$ cat config.mk
export PLATFORM = sky130hd
export DESIGN_NAME = bcd_rtc_calendar
export DESIGN_NICKNAME = d
export VERILOG_FILES = /design/src/rtl/rtc_pkg.sv /design/src/rtl/rtc_bcd_field.sv /design/src/rtl/rtc_hour_field.sv /design/src/rtl/bcd_rtc_calendar.sv
export SDC_FILE = /design/constraint.sdc
export NUM_CORES = 1
export LEC_CHECK = 0
export ABC_AREA = 1
export BUFFER_PORTS_ARGS = -buffer_cell sky130_fd_sc_hd__buf_4
export CORE_MARGIN = 4
export CORE_UTILIZATION = 28
export DETAILED_ROUTE_END_ITERATION = 16
export PLACE_DENSITY_LB_ADDON = 0.12
export SYNTH_ARGS = -nofsm -noshare
export SYNTH_HDL_FRONTEND = slang
export SYNTH_HIERARCHICAL = 1
export SYNTH_SLANG_ARGS = --single-unit
$ cat constraint.sdc
create_clock -name clk_i -period 3.09 [get_ports clk_i]
set_input_delay 0.309 -clock clk_i [delete_from_list [all_inputs] [get_ports clk_i]]
set_output_delay 0.309 -clock clk_i [all_outputs]
set_load 0.005 [all_outputs]
$ cat src/rtl/rtc_pkg.sv
package rtc_pkg;
  localparam int NUM_FLD = 7;
  localparam int AW      = 3;

  typedef enum logic [AW-1:0] {
    FLD_SEC = 3'd0, FLD_MIN = 3'd1, FLD_HOUR = 3'd2, FLD_DOW = 3'd3,
    FLD_DATE = 3'd4, FLD_MON = 3'd5, FLD_YEAR = 3'd6
  } rtc_fld_e;

  localparam logic [7:0] FLD_MASK [NUM_FLD] = '{8'h7F, 8'h7F, 8'h7F, 8'h07, 8'h3F, 8'h1F, 8'hFF};
  localparam logic [7:0] FLD_LO   [NUM_FLD] = '{8'h00, 8'h00, 8'h00, 8'h01, 8'h01, 8'h01, 8'h00};
  localparam logic [7:0] FLD_MAX  [NUM_FLD] = '{8'h59, 8'h59, 8'h23, 8'h07, 8'h31, 8'h12, 8'h99};

  function automatic logic [7:0] bcd_inc(input logic [7:0] v);
    if (v[3:0] == 4'd9) return {v[7:4] + 4'd1, 4'd0};
    return {v[7:4], v[3:0] + 4'd1};
  endfunction

  // two-digit year divisible by four: even tens need ones 0/4/8, odd tens need 2/6
  function automatic logic is_leap(input logic [7:0] y);
    if (y[4]) return (y[3:0] == 4'd2) || (y[3:0] == 4'd6);
    return (y[3:0] == 4'd0) || (y[3:0] == 4'd4) || (y[3:0] == 4'd8);
  endfunction

  function automatic logic [7:0] month_last(input logic [7:0] m, input logic [7:0] y);
    case (m)
      8'h02:                      return is_leap(y) ? 8'h29 : 8'h28;
      8'h04, 8'h06, 8'h09, 8'h11: return 8'h30;
      default:                    return 8'h31;
    endcase
  endfunction
endpackage

$ cat src/rtl/rtc_bcd_field.sv
module rtc_bcd_field #(
  parameter logic [7:0] MASK = 8'hFF,
  parameter logic [7:0] LO   = 8'h00
) (
  input  logic       clk_i,
  input  logic       rst_ni,
  input  logic       inc_i,
  input  logic       wr_i,
  input  logic [7:0] wdata_i,
  input  logic [7:0] max_i,
  output logic [7:0] val_o,
  output logic       carry_o
);
  import rtc_pkg::*;

  logic at_max;
  assign at_max  = (val_o == max_i);
  assign carry_o = inc_i & ~wr_i & at_max;

  always_ff @(posedge clk_i or negedge rst_ni) begin
    if (!rst_ni)    val_o <= LO;
    else if (wr_i)  val_o <= wdata_i & MASK;
    else if (inc_i) val_o <= at_max ? LO : bcd_inc(val_o);
  end

  assert_field_hold_R12: assert property (@(posedge clk_i) disable iff (!rst_ni)
    (!inc_i && !wr_i) |=> $stable(val_o));
  // covers seconds/minutes, date and month/year
  assert_field_wrap_R8: assert property (@(posedge clk_i) disable iff (!rst_ni)
    (inc_i && !wr_i && val_o == max_i) |=> (val_o == LO));
  assert_field_write_R10: assert property (@(posedge clk_i) disable iff (!rst_ni)
    wr_i |=> ((val_o & ~MASK) == 8'h00));
endmodule

$ cat src/rtl/rtc_hour_field.sv
module rtc_hour_field (
  input  logic       clk_i,
  input  logic       rst_ni,
  input  logic       inc_i,
  input  logic       wr_i,
  input  logic [7:0] wdata_i,
  output logic [7:0] val_o,
  output logic       carry_o
);
  import rtc_pkg::*;

  logic       mode12, pm;
  logic [7:0] nxt, h12_inc, h24_inc;

  assign mode12  = val_o[6];
  assign pm      = val_o[5];
  assign h12_inc = bcd_inc({3'b000, val_o[4:0]});
  assign h24_inc = bcd_inc({2'b00, val_o[5:0]});

  always_comb begin
    if (mode12) begin
      if (val_o[4:0] == 5'h12)      nxt = {1'b0, 1'b1, pm, 5'h01};
      else if (val_o[4:0] == 5'h11) nxt = {1'b0, 1'b1, ~pm, 5'h12};
      else                          nxt = {1'b0, 1'b1, pm, h12_inc[4:0]};
    end else begin
      if (val_o[5:0] == 6'h23)      nxt = 8'h00;
      else                          nxt = {2'b00, h24_inc[5:0]};
    end
  end

  // day rolls only at 23->00 or 11 PM -> 12 AM
  assign carry_o = inc_i & ~wr_i &
                   (mode12 ? (pm && val_o[4:0] == 5'h11) : (val_o[5:0] == 6'h23));

  always_ff @(posedge clk_i or negedge rst_ni) begin
    if (!rst_ni)    val_o <= 8'h00;
    else if (wr_i)  val_o <= wdata_i & FLD_MASK[FLD_HOUR];
    else if (inc_i) val_o <= nxt;
  end

  assert_h24_wrap_R3: assert property (@(posedge clk_i) disable iff (!rst_ni)
    (inc_i && !wr_i && val_o == 8'h23) |=> (val_o == 8'h00));
  assert_h12_noon_R4: assert property (@(posedge clk_i) disable iff (!rst_ni)
    (inc_i && !wr_i && val_o == 8'h51) |=> (val_o == 8'h72));
  assert_mode_keep_R4: assert property (@(posedge clk_i) disable iff (!rst_ni)
    !wr_i |=> $stable(val_o[6]));
endmodule

$ cat src/rtl/bcd_rtc_calendar.sv
module bcd_rtc_calendar
  import rtc_pkg::*;
(
  input  logic          clk_i,
  input  logic          rst_ni,
  input  logic          sec_en_i,
  input  logic          wr_en_i,
  input  logic [AW-1:0] addr_i,
  input  logic [7:0]    wdata_i,
  output logic [7:0]    rdata_o,
  output logic          tick_o
);
  localparam int NSLOT = 1 << AW;

  logic [7:0]         fld_val [NSLOT];
  logic [NUM_FLD-1:0] inc, carry, wr;
  logic [7:0]         date_max;

  assign date_max = month_last(fld_val[FLD_MON], fld_val[FLD_YEAR]);

  // carry chain: day rollover feeds both day of week and date
  assign inc[FLD_SEC]  = sec_en_i;
  assign inc[FLD_MIN]  = carry[FLD_SEC];
  assign inc[FLD_HOUR] = carry[FLD_MIN];
  assign inc[FLD_DOW]  = carry[FLD_HOUR];
  assign inc[FLD_DATE] = carry[FLD_HOUR];
  assign inc[FLD_MON]  = carry[FLD_DATE];
  assign inc[FLD_YEAR] = carry[FLD_MON];

  for (genvar i = 0; i < NUM_FLD; i++) begin : g_fld
    assign wr[i] = wr_en_i && (addr_i == AW'(i));
    if (i == FLD_HOUR) begin : g_hour
      rtc_hour_field u_hour (
        .clk_i, .rst_ni, .inc_i(inc[i]), .wr_i(wr[i]), .wdata_i,
        .val_o(fld_val[i]), .carry_o(carry[i])
      );
    end else begin : g_bcd
      rtc_bcd_field #(.MASK(FLD_MASK[i]), .LO(FLD_LO[i])) u_field (
        .clk_i, .rst_ni, .inc_i(inc[i]), .wr_i(wr[i]), .wdata_i,
        .max_i((i == FLD_DATE) ? date_max : FLD_MAX[i]),
        .val_o(fld_val[i]), .carry_o(carry[i])
      );
    end
  end

  for (genvar j = NUM_FLD; j < NSLOT; j++) begin : g_empty
    assign fld_val[j] = 8'h00;
  end

  assign rdata_o = fld_val[addr_i];

  always_ff @(posedge clk_i or negedge rst_ni) begin
    if (!rst_ni) tick_o <= 1'b0;
    else         tick_o <= sec_en_i;
  end

  assert_tick_after_update_R11: assert property (@(posedge clk_i) disable iff (!rst_ni)
    (sec_en_i && !wr_en_i) |=> (tick_o && fld_val[FLD_SEC] != $past(fld_val[FLD_SEC])));
  assert_no_tick_idle_R11: assert property (@(posedge clk_i) disable iff (!rst_ni)
    !sec_en_i |=> !tick_o);
  assert_dow_wrap_R5: assert property (@(posedge clk_i) disable iff (!rst_ni)
    (carry[FLD_DOW]) |=> (fld_val[FLD_DOW] == 8'h01));
  assert_date_bound_R6: assert property (@(posedge clk_i) disable iff (!rst_ni)
    (inc[FLD_DATE] && !wr[FLD_DATE] && fld_val[FLD_DATE] == date_max) |=> (fld_val[FLD_DATE] == 8'h01));
endmodule

* After elaboration in Yosys (flattened, before gate mapping)
Cells that the tools add are included. Widths: inputs -> output; s select.
Operators by class: reductions and logical operators 36, bitwise logic cells 17, mux-type cells 70, eq/ne operators 34, $lt $le $gt $ge 1, add/subtract/negate cells 15
Operators with widths (number):
- $mux 8 | 36
- $add 4x1->4 const B | 13
- $eq 4x4->1 const B | 8
- $mux 1 | 26
- $bmux 8 s3 | 1
- $eq 8x3->1 const B | 3
- $mux 6 | 4
- $reduce_bool 3->1 | 6
- $eq 8x5->1 const B | 2
- $eq 8x7->1 const B | 2
- $reduce_bool 2->1 | 7
- $reduce_and 2->1 | 6
- $and 1x1->1 | 10
- $eq 5x5->1 const B | 2
- $mux 5 | 2
- $pmux 5 s2 | 1
- $eq 3x3->1 const B | 3
- $eq 4x3->1 const B | 2
- $eq 8x2->1 const B | 1
- $eq 8x4->1 const B | 1
- $eq 8x6->1 | 1
- $eq 8x8->1 const B | 1
- $logic_and 1x1->1 | 8
- $eq 3x2->1 const B | 2
- other kinds (17) | 25
Word-level totals: input bits 15, logic and storage cells 189, output and inout port bits 9, flip-flop bits (word level) 57

* Depth between registers and ports, before layout
Gate-level depths: netlist of run 1.
word-level depth 19, gate-level depth with buffers 23, depth with buffers taken out 22

* By module
The synthesis of run 1 kept the hierarchy.
Modules (own cells, without submodules):
- rtc_bcd_field at g_fld[0].g_bcd.u_field ... | cells each 97, instances 2, area an instance 676.9 um^2, sequential area each 200.2 um^2
- rtc_bcd_field at g_fld[4].g_bcd.u_field | cells each 106, instances 1, area an instance 711.9 um^2, sequential area each 201.4 um^2
- bcd_rtc_calendar | cells each 169, instances 1, area an instance 704.4 um^2, sequential area each 25.0 um^2
- rtc_bcd_field at g_fld[6].g_bcd.u_field | cells each 100, instances 1, area an instance 679.4 um^2, sequential area each 200.2 um^2
- rtc_bcd_field at g_fld[5].g_bcd.u_field | cells each 96, instances 1, area an instance 658.1 um^2, sequential area each 201.4 um^2
- rtc_bcd_field at g_fld[3].g_bcd.u_field | cells each 92, instances 1, area an instance 644.4 um^2, sequential area each 201.4 um^2
- rtc_hour_field | cells each 96, instances 1, area an instance 598.1 um^2, sequential area each 175.2 um^2

* Least setup slack after synthesis of run 1
OpenSTA, ideal clock, no wires.
path type input port to flip-flop, start point input addr_i[2], end point register g_fld[6].g_bcd.u_field.val_o[4], path slack 0.061 ns, buffers on the path 2, data required time 2.974 ns, library setup time 0.116 ns, stages on the path 21, data arrival time 2.913 ns, cells stage by stage buf_2 clkinv_1 nand2_1 nor2_1 buf_2 inv_2 nand2_1 nor2_1 nand2_1 nor2_1 nand3_1 a21oi_1 inv_1 nor3_1 nand2_1 nor2_1 nor2_1 inv_1 nand2_4 nand2_1 nand2_1
On the way: cells in the longest elaborated chain, start to end 15, elaborated cells on any way between the ends 31, classes of those cells eq/ne: 5; mux: 1; bitwise: 15; reduce/logical: 10
Ends and longest elaborated chain:
- start: declaration | line bcd_rtc_calendar.sv:8 | input logic [AW-1:0] addr_i,
- $logic_not 3->1 | line bcd_rtc_calendar.sv:31 | assign wr[i] = wr_en_i && (addr_i == AW'(i));
- $logic_and 1x1->1 | line bcd_rtc_calendar.sv:31
- named net wr[0] | line bcd_rtc_calendar.sv:16 | logic [NUM_FLD-1:0] inc, carry, wr;
- $not 1->1 | line rtc_bcd_field.sv:18 | assign carry_o = inc_i & ~wr_i & at_max;
- $and 1x1->1 (2 in series) | line rtc_bcd_field.sv:18
- named net carry[0] | line bcd_rtc_calendar.sv:16
- $and 1x1->1 (2 in series) | line rtc_bcd_field.sv:18
- named net carry[1] | line bcd_rtc_calendar.sv:16
- $and 1x1->1 (2 in series) | line rtc_hour_field.sv:32 | assign carry_o = inc_i & ~wr_i &
- named net carry[2] | line bcd_rtc_calendar.sv:16
- $and 1x1->1 (2 in series) | line rtc_bcd_field.sv:18
- named net carry[4] | line bcd_rtc_calendar.sv:16
- $and 1x1->1 (2 in series) | line rtc_bcd_field.sv:18
- named net carry[5] | line bcd_rtc_calendar.sv:16
- $reduce_bool 2->1 (no source line)
- $reduce_and 2->1 (no source line)
- end signal: assignment | line rtc_bcd_field.sv:22 | else if (wr_i) val_o <= wdata_i & MASK;
- end signal: assignment | line rtc_bcd_field.sv:23 | else if (inc_i) val_o <= at_max ? LO : bcd_inc(val_o);
- end: declaration | line rtc_bcd_field.sv:11 | output logic [7:0] val_o,
The timed path passes the listed nets, and every way through them passes these cells. A chain may end at the register's enable or synchronous reset.

* Final worst setup path of run 1
start point register g_fld[0].g_bcd.u_field.val_o[7], end point register g_fld[6].g_bcd.u_field.val_o[4]
On the way: cells in the longest elaborated chain, start to end 12
Ends and longest elaborated chain:
- start: declaration | line rtc_bcd_field.sv:11
- start signal: assignment | line rtc_bcd_field.sv:22
- start signal: assignment | line rtc_bcd_field.sv:23
- $eq 8x7->1 | line rtc_bcd_field.sv:17 | assign at_max = (val_o == max_i);
- $and 1x1->1 | line rtc_bcd_field.sv:18
- named net carry[0] | line bcd_rtc_calendar.sv:16
- $and 1x1->1 (2 in series) | line rtc_bcd_field.sv:18
- named net carry[1] | line bcd_rtc_calendar.sv:16
- $and 1x1->1 (2 in series) | line rtc_hour_field.sv:32
- named net carry[2] | line bcd_rtc_calendar.sv:16
- $and 1x1->1 (2 in series) | line rtc_bcd_field.sv:18
- named net carry[4] | line bcd_rtc_calendar.sv:16
- $and 1x1->1 (2 in series) | line rtc_bcd_field.sv:18
- named net carry[5] | line bcd_rtc_calendar.sv:16
- $reduce_bool 2->1 (no source line)
- $reduce_and 2->1 (no source line)
The timed path passes the listed nets, and every way through them passes these cells.

==> results of run 1 <==
==> state kept, by name, summed over array words and instances (netlist names) <==
name and flops:
g_fld.g_bcd.u_field/val_o 48, tick_o 1, g_fld.g_hour.u_hour/val_o 7
==> stage by stage <==
stage               hold slack, ns  area, sq um  utilization  total power [mW]
detailed placement          0.4621         6175       0.3301             2.466
global route                0.1473         6330       0.3384             3.340
floorplan                  0.01341         5582            -             2.015
finish                     0.09017         6330       0.3384             3.060
global placement            0.4604         6175       0.3301             2.470
CTS                         0.1297         6321       0.3379             3.102
==> report_power, final <==
part           switching, mW  total (mW)  internal, mW
Combinational          0.753        1.30         0.550
Clock                  0.289       0.615         0.326
Sequential             0.253        1.14         0.889
==> cell type report <==
type                            count  area (sq um)  area share
Timing Repair Buffer               49         367.9     0.05811
Clock buffer                        8         146.4     0.02313
Sequential cell                    56          1405      0.2220
Multi-Input combinational cell    736          3701      0.5847
Tap cell                          234         292.8     0.04625
Inverter                          111         416.7     0.06582
==> worst paths after layout <==
| check | start | end | slack [ns] | cells past startpoint |
|---|---|---|---|---|
| hold reg to reg | g_fld[3].g_bcd.u_field/val_o[0]$_DFFE_PN1P_ | g_fld[3].g_bcd.u_field/val_o[0]$_DFFE_PN1P_ | 0.54 | 2 |
| max in group asynchronous | rst_ni | g_fld[0].g_bcd.u_field/val_o[1]$_DFFE_PN0P_ | 2.49 | 1 |
| min in group clk_i | sec_en_i | tick_o$_DFF_PN0_ | 0.16 | 1 |
| setup reg to reg | g_fld[0].g_bcd.u_field/val_o[7]$_DFFE_PN0P_ | g_fld[6].g_bcd.u_field/val_o[4]$_DFFE_PN0P_ | 0.36 | 19 |
| hold / removal | rst_ni | g_fld[3].g_bcd.u_field/val_o[4]$_DFFE_PN0P_ | 0.09 | 1 |
| setup / recovery | g_fld[0].g_bcd.u_field/val_o[7]$_DFFE_PN0P_ | g_fld[6].g_bcd.u_field/val_o[4]$_DFFE_PN0P_ | 0.36 | 19 |
==> layout by cell type (no fill, tap or decap), drive strengths merged <==
master,n
a21oi,10
o211ai,1
nand3b,4
o21a,1
dfstp,3
inv,109
o21bai,1
nor3,2
nand4,18
o22ai,2
or2,7
clkinv,2
xor2,11
conb,68
ha,19
and2,1
nand2,362
nor2,90
nand3,65
a31o,5
o21ai,22
clkbuf,8
buf,49
dfrtp,53
a22oi,20
xnor2,27
==> timing repair <==
action | in CTS | in global routing
endpoints found under the setup margin | 0 | 14
buffers inserted | 0 | 0
gates resized for setup | 0 | 2
==> routing by layer <==
layer | share of wire | global-route usage
met1 | 0.50 | 0.2169
met2 | 0.44 | 0.2461
met3 | 0.037 | 0.02328
met4 | 0.019 | 0.03810
met5 | 0 | 0
==> Flow_metrics.wiki, run 1 <==
{| class="wikitable"
! Metric !! Value
|-
| Path type of the worst setup path || flop to flop
|-
| Top cell family by delay on the critical path || simple AND/OR/NAND/NOR gates
|-
| Cells after synthesis || 850
|-
| Transition time of the tightest slew-check pin || 0.7934 ns
|-
| Input/output buffers || 23
|-
| Post-route DRC violation count || 0
|-
| Initial antenna violation count || 0
|-
| Total number of vias || 5319
|-
| CTS clk-pin slew, worst paths || 0.07 ns
|-
| Critical Path Sink Type || flop
|-
| Crit path time final || 2.734 ns
|-
| H-tree levels || 2
|-
| Total of warnings raised by yosys || 6
|-
| Area of the core || 0.01871 sq mm
|-
| Layout Skew || 0.006658 ns
|-
| Result of the run || completed
|-
| Crit path max-delay cell type || sky130_fd_sc_hd__dfrtp_1
|-
| Pleak || 3.577 nW
|-
| Number of max-slew violations in the final report || 0
|-
| Total instance count after detailed placement || 1186
|-
| Placer congestion estimate || 0.8271
|-
| Starting utilization of the core area || 0.2854
|-
| Wire length of the first global-routing pass || 26.44 mm
|-
| Clock tree from TritonCTS || built
|-
| Max Cap Viol || 0
|-
| Length of the first detailed-routing pass in iterations || 5
|-
| Place WS || 0.1585 ns
|-
| Clock sinks || 56
|-
| Biggest fanout along the worst timing path || 7
|-
| Data required time of the critical path || 3.34 ns
|-
| Fraction of the cycle the final worst path needs || 0.8848
|-
| Initial DRC count || 323
|-
| Count of antenna-violating nets left after detailed routing || 0
|-
| Cell Pwr Density || 483.5 mW/mm^2
|-
| Number of inserted diodes || 0
|-
| GRT Resource Usage Total || 0.1533
|-
| Summed negative setup slack over all endpoints || 0 ns
|-
| Vias per Instance || 4.455
|-
| Number of clock buffers inserted by TritonCTS || 5
|-
| Number of buffers on the longest clock path || 2
|-
| Routed WL || 16.08 mm
|-
| Number of placed I/O pins || 24
|-
| Smallest setup slack after layout || 0.3560 ns
|-
| Fill cell instance count of the final layout || 2099
|-
| Die outline width || 146.1 um
|-
| Cell Area, Synth || 0.005338 sq mm
|-
| Pin count of the biggest net entering global routing || 57
|-
| Hold crit path type || primary input to asynchronous set/reset pin
|-
| Final-stage net count || 993
|-
| Crit path largest cell delay || 0.45 ns
|-
| Critical Path Most Common Cell || sky130_fd_sc_hd__nand2_1
|-
| Area overhead of the layout relative to synthesis || 18.59%
|-
| Worst skew pair latency || 0.31 ns
|-
| Hold Buf Count CTS || 0
|-
| Setup crit start kind || flop
|-
| Floorplan die area || 0.02134 sq mm
|-
| # rows || 50
|-
| RSZ-0062 raised after global routing || false
|-
| Post-route insts no fill || 1194
|-
| Worst max-slew margin expressed relative to the limit || 0.4711
|-
| Post-detail-place hpwl || 12.32 mm
|-
| Die Y || 146.1 um
|-
| Clock root buffer || sky130_fd_sc_hd__clkbuf_16
|-
| List of cells traversed by the critical path || xnor2_1 -> nand2_1 -> nor2_2 -> nand2_4 -> nor2_1 -> nand2_1 -> nor2_1 -> nand3_1 -> a21oi_2 -> inv_1 -> nor3_2 -> nand2_1 -> nor2_1 -> nor2_1 -> inv_1 -> nand2_4 -> inv_2 -> nand2_1 -> nand2_1
|-
| Final global-route overflow total || 0
|-
| Peak supply drop || 0.2411 mV
|-
| Setup Viol. Count Final || 0
|-
| Post-Synthesis Mean Instance Area || 6.280 sq um
|-
| FMAX || 0.3658 GHz
|-
| Vias in the first global route || 4932
|-
| Worst path arrival time || 2.98 ns
|-
| Final hold viol count || 0
|-
| Buffers and inverters on the worst path || 3
|-
| Layout cells sized above 1 || 0.1458
|-
| Routed wirelength normalized by instance count || 13.47 um
|}
No activity file was read; power rests on OpenSTA's default activity.
==> run 2: changes to the inputs <==
Settings changed: CORE_MARGIN 4 to 5, GPL_ROUTABILITY_DRIVEN set to 0.
Clock period 3.09 ns to 2.8 ns, I/O delays scaled along.
==> run 2 against run 1 <==
  * Final area is 2.9% higher
  * Sequential power increased by 4%
  * Combinational power grew 22%
  * Critical path depth grew 2
  * Die area rose by 2.8%
  * Sequential cell count unchanged
  * Worst setup slack worse by 0.097 ns
  * Critical endpoint is now g_fld[6].g_bcd.u_field/val_o[5]$_DFFE_PN0P_
  * Largest cell class unchanged
  * Highest routed layer unchanged
==> Flow_metrics.wiki, run 2 (synthesis gave the netlist of run 1 again) <==
{| class="wikitable"
! Metric !! Value
|-
| CTS clk-pin slew, worst paths || 0.07 ns (about the same)
|-
| Length of the first detailed-routing pass in iterations || 5 (unchanged)
|-
| Worst path arrival time || 2.79 ns (was 2.98 ns)
|-
| Number of placed I/O pins || 24 (unchanged)
|-
| Pin count of the biggest net entering global routing || 57 (unchanged)
|-
| Number of inserted diodes || 0 (unchanged)
|-
| Max Cap Viol || 0 (unchanged)
|-
| Hold Buf Count CTS || 0 (unchanged)
|-
| Initial antenna violation count || 0 (unchanged)
|-
| Worst max-slew margin expressed relative to the limit || 0.4669 (was 0.4711)
|-
| Clock sinks || 56 (unchanged)
|-
| H-tree levels || 2 (unchanged)
|-
| Worst R2R Setup Slack || 0.26 ns (was 0.36 ns)
|-
| Final global-route overflow total || 0 (unchanged)
|-
| Post-route DRC violation count || 0 (unchanged)
|-
| Number of max-slew violations in the final report || 0 (unchanged)
|-
| Wire length of the first global-routing pass || 26.57 mm (was 26.44 mm)
|-
| Number of clock buffers inserted by TritonCTS || 5 (unchanged)
|-
| Peak supply drop || 0.2629 mV (was 0.2411 mV)
|-
| R2R Path End || g_fld[6].g_bcd.u_field/val_o[5]$_DFFE_PN0P_ (was g_fld[6].g_bcd.u_field/val_o[4]$_DFFE_PN0P_)
|-
| Count of antenna-violating nets left after detailed routing || 0 (unchanged)
|-
| Critical Path Sink Type || flop (unchanged)
|-
| Hold crit path type || primary input to asynchronous set/reset pin (unchanged)
|-
| Largest registers || g_fld.g_bcd.u_field/val_o (48), g_fld.g_hour.u_hour/val_o (7), tick_o (1) (unchanged)
|-
| Data required time of the critical path || 3.04 ns (was 3.34 ns)
|-
| Final core area utilization || 0.3469 (was 0.3384)
|-
| Layout Skew || 0.006290 ns (was 0.006658 ns)
|-
| Routed wirelength normalized by instance count || 12.90 um (was 13.47 um)
|-
| Routed WL || 15.68 mm (was 16.08 mm)
|-
| Register with the most flip-flops || g_fld.g_bcd.u_field/val_o (unchanged)
|-
| Summed negative setup slack over all endpoints || 0 ns (unchanged)
|-
| Clock tree from TritonCTS || built (unchanged)
|-
| Cells on worst reg2reg path || 21 (was 19)
|-
| Final hold viol count || 0 (unchanged)
|-
| Cell Pwr Density || 528.9 mW/mm^2 (was 483.5 mW/mm^2)
|-
| Transition time of the tightest slew-check pin || 0.7997 ns (was 0.7934 ns)
|-
| Fill cell instance count of the final layout || 2072 (was 2099)
|-
| Most common cell after layout, fill and taps aside || sky130_fd_sc_hd__nand2_1 (unchanged)
|-
| Pleak || 3.693 nW (was 3.577 nW)
|-
| Vias in the first global route || 5138 (was 4932)
|-
| Clock root buffer || sky130_fd_sc_hd__clkbuf_16 (unchanged)
|-
| Smallest setup slack after layout || 0.2590 ns (was 0.3560 ns)
|-
| Result of the run || completed (unchanged)
|-
| Final total power || 3.444 mW (was 3.060 mW)
|-
| Post-route insts no fill || 1215 (was 1194)
|-
| Source of the worst register-to-register timing path || g_fld[0].g_bcd.u_field/val_o[1]$_DFFE_PN0P_ (was g_fld[0].g_bcd.u_field/val_o[7]$_DFFE_PN0P_)
|-
| Starting utilization of the core area || 0.2844 (was 0.2854)
|-
| Final-stage net count || 1014 (was 993)
|-
| Worst skew pair latency || 0.30 ns (was 0.31 ns)
|-
| Total instance count after detailed placement || 1206 (was 1186)
|-
| Die Y || 148.1 um (was 146.1 um)
|-
| Area overhead of the layout relative to synthesis || 21.99% (was 18.59%)
|-
| Post-detail-place hpwl || 12.29 mm (was 12.32 mm)
|-
| Commonest non-fill, non-tap cells in the layout || 344 x sky130_fd_sc_hd__nand2_1, 91 x sky130_fd_sc_hd__inv_1, 70 x sky130_fd_sc_hd__buf_4, 68 x sky130_fd_sc_hd__conb_1, 63 x sky130_fd_sc_hd__nor2_1 (was 344 x sky130_fd_sc_hd__nand2_1, 91 x sky130_fd_sc_hd__inv_1, 68 x sky130_fd_sc_hd__conb_1, 67 x sky130_fd_sc_hd__nor2_1, 58 x sky130_fd_sc_hd__nand3_1)
|-
| # rows || 50 (unchanged)
|-
| Place WS || 0.1652 ns (was 0.1585 ns)
|-
| GRT Resource Usage Total || 0.1495 (was 0.1533)
|-
| Setup Viol. Count Final || 0 (unchanged)
|-
| Setup crit start kind || flop (unchanged)
|-
| Area of the core || 0.01877 sq mm (was 0.01871 sq mm)
|-
| Vias per Instance || 4.354 (was 4.455)
|-
| Initial DRC count || 392 (was 323)
|-
| Floorplan die area || 0.02192 sq mm (was 0.02134 sq mm)
|-
| Path type of the worst setup path || flop to flop (unchanged)
|-
| Die outline width || 148.1 um (was 146.1 um)
|-
| Number of flip-flops in the largest register || 48 (unchanged)
|-
| Input/output buffers || 23 (unchanged)
|-
| Biggest fanout along the worst timing path || 7 (unchanged)
|-
| Fraction of the cycle the final worst path needs || 0.9075 (was 0.8848)
|-
| Crit path time final || 2.541 ns (was 2.734 ns)
|-
| Total number of vias || 5290 (was 5319)
|-
| Layout cells sized above 1 || 0.1713 (was 0.1458)
|-
| Number of buffers on the longest clock path || 2 (unchanged)
|-
| FMAX || 0.3935 GHz (was 0.3658 GHz)
|}
==> run 2: critical path: stages (launching register included) <==
cell and delay (ns):
sky130_fd_sc_hd__dfrtp_1 0.38, sky130_fd_sc_hd__inv_1 0.07, sky130_fd_sc_hd__nand2_1 0.05, sky130_fd_sc_hd__nand2_1 0.05, sky130_fd_sc_hd__nand2_1 0.06, sky130_fd_sc_hd__nor2_2 0.16
sky130_fd_sc_hd__nand2_4 0.11, sky130_fd_sc_hd__nor2_4 0.12, sky130_fd_sc_hd__nand2_1 0.07, sky130_fd_sc_hd__nor2_2 0.12, sky130_fd_sc_hd__nand3_1 0.10, sky130_fd_sc_hd__a21oi_2 0.17
sky130_fd_sc_hd__inv_1 0.10, sky130_fd_sc_hd__nor3_2 0.20, sky130_fd_sc_hd__nand2_1 0.09, sky130_fd_sc_hd__nor2_2 0.15, sky130_fd_sc_hd__nor2_2 0.09, sky130_fd_sc_hd__inv_1 0.13
sky130_fd_sc_hd__nand2_4 0.08, sky130_fd_sc_hd__inv_2 0.07, sky130_fd_sc_hd__nand2_1 0.05, sky130_fd_sc_hd__nand2_1 0.05
==> run 2: power by group <==
part	leakage, nW	switching (mW)	internal [mW]	total [mW]
clock	0.0766	0.319	0.355	0.673
sequential	0.718	0.194	0.982	1.18
combinational	2.90	0.928	0.667	1.59
total	3.69	1.44	2.00	3.44
==> run 2: per-layer routing <==
layer | global-route usage | up-vias | share of wire
met1 | 0.2090 | 2345 | 0.50
li1 | - | 2863 | -
met3 | 0.01767 | 14 | 0.023
met5 | 0 | - | 0
met4 | 0.03048 | 0 | 0.014
met2 | 0.2501 | 68 | 0.46
==> run 2: how the worst max path moves through the flow <==
stage	startpoint	endpoint	slack, ns	cells after the start
after global routing	g_fld[0].g_bcd.u_field/val_o[7]$_DFFE_PN0P_	g_fld[6].g_bcd.u_field/val_o[4]$_DFFE_PN0P_	-0.01	19
final	g_fld[0].g_bcd.u_field/val_o[1]$_DFFE_PN0P_	g_fld[6].g_bcd.u_field/val_o[5]$_DFFE_PN0P_	0.26	21
after detailed placement	addr_i[2]	g_fld[6].g_bcd.u_field/val_o[7]$_DFFE_PN0P_	0.17	21
after floorplan	addr_i[1]	g_fld[6].g_bcd.u_field/val_o[4]$_DFFE_PN0P_	0.03	22
after CTS	g_fld[0].g_bcd.u_field/val_o[1]$_DFFE_PN0P_	g_fld[6].g_bcd.u_field/val_o[7]$_DFFE_PN0P_	0.14	21
after global placement	addr_i[2]	g_fld[6].g_bcd.u_field/val_o[5]$_DFFE_PN0P_	0.19	21
==> run 2: through the flow <==
stage          cell area, sq um  hold WS [ns]
5_1_grt                    6511        0.1228
4_1_cts                    6484       0.09982
2_1_floorplan              5592      -0.01559
3_3_place_gp               6335        0.4310
3_5_place_dp               6335        0.4291
6_report                   6511       0.06133
==> run 2: final cells by class <==
type,instances,area (sq um),area share
inverter,111,417.9,0.06418
clock buffer,6,138.9,0.02133
multi-input combinational,736,3721,0.5715
clock inverter,2,10.01,0.001537
timing repair buffer,70,525.5,0.08071
tap,234,292.8,0.04497
sequential,56,1405,0.2158
==> run 2: what timing repair did <==
| action | in CTS | in global routing |
|---|---|---|
| gates resized for setup | 0 | 5 |
| setup buffers | 0 | 1 |
| endpoints found under the setup margin | 0 | 16 |
| endpoints found under the hold margin | 0 | 0 |
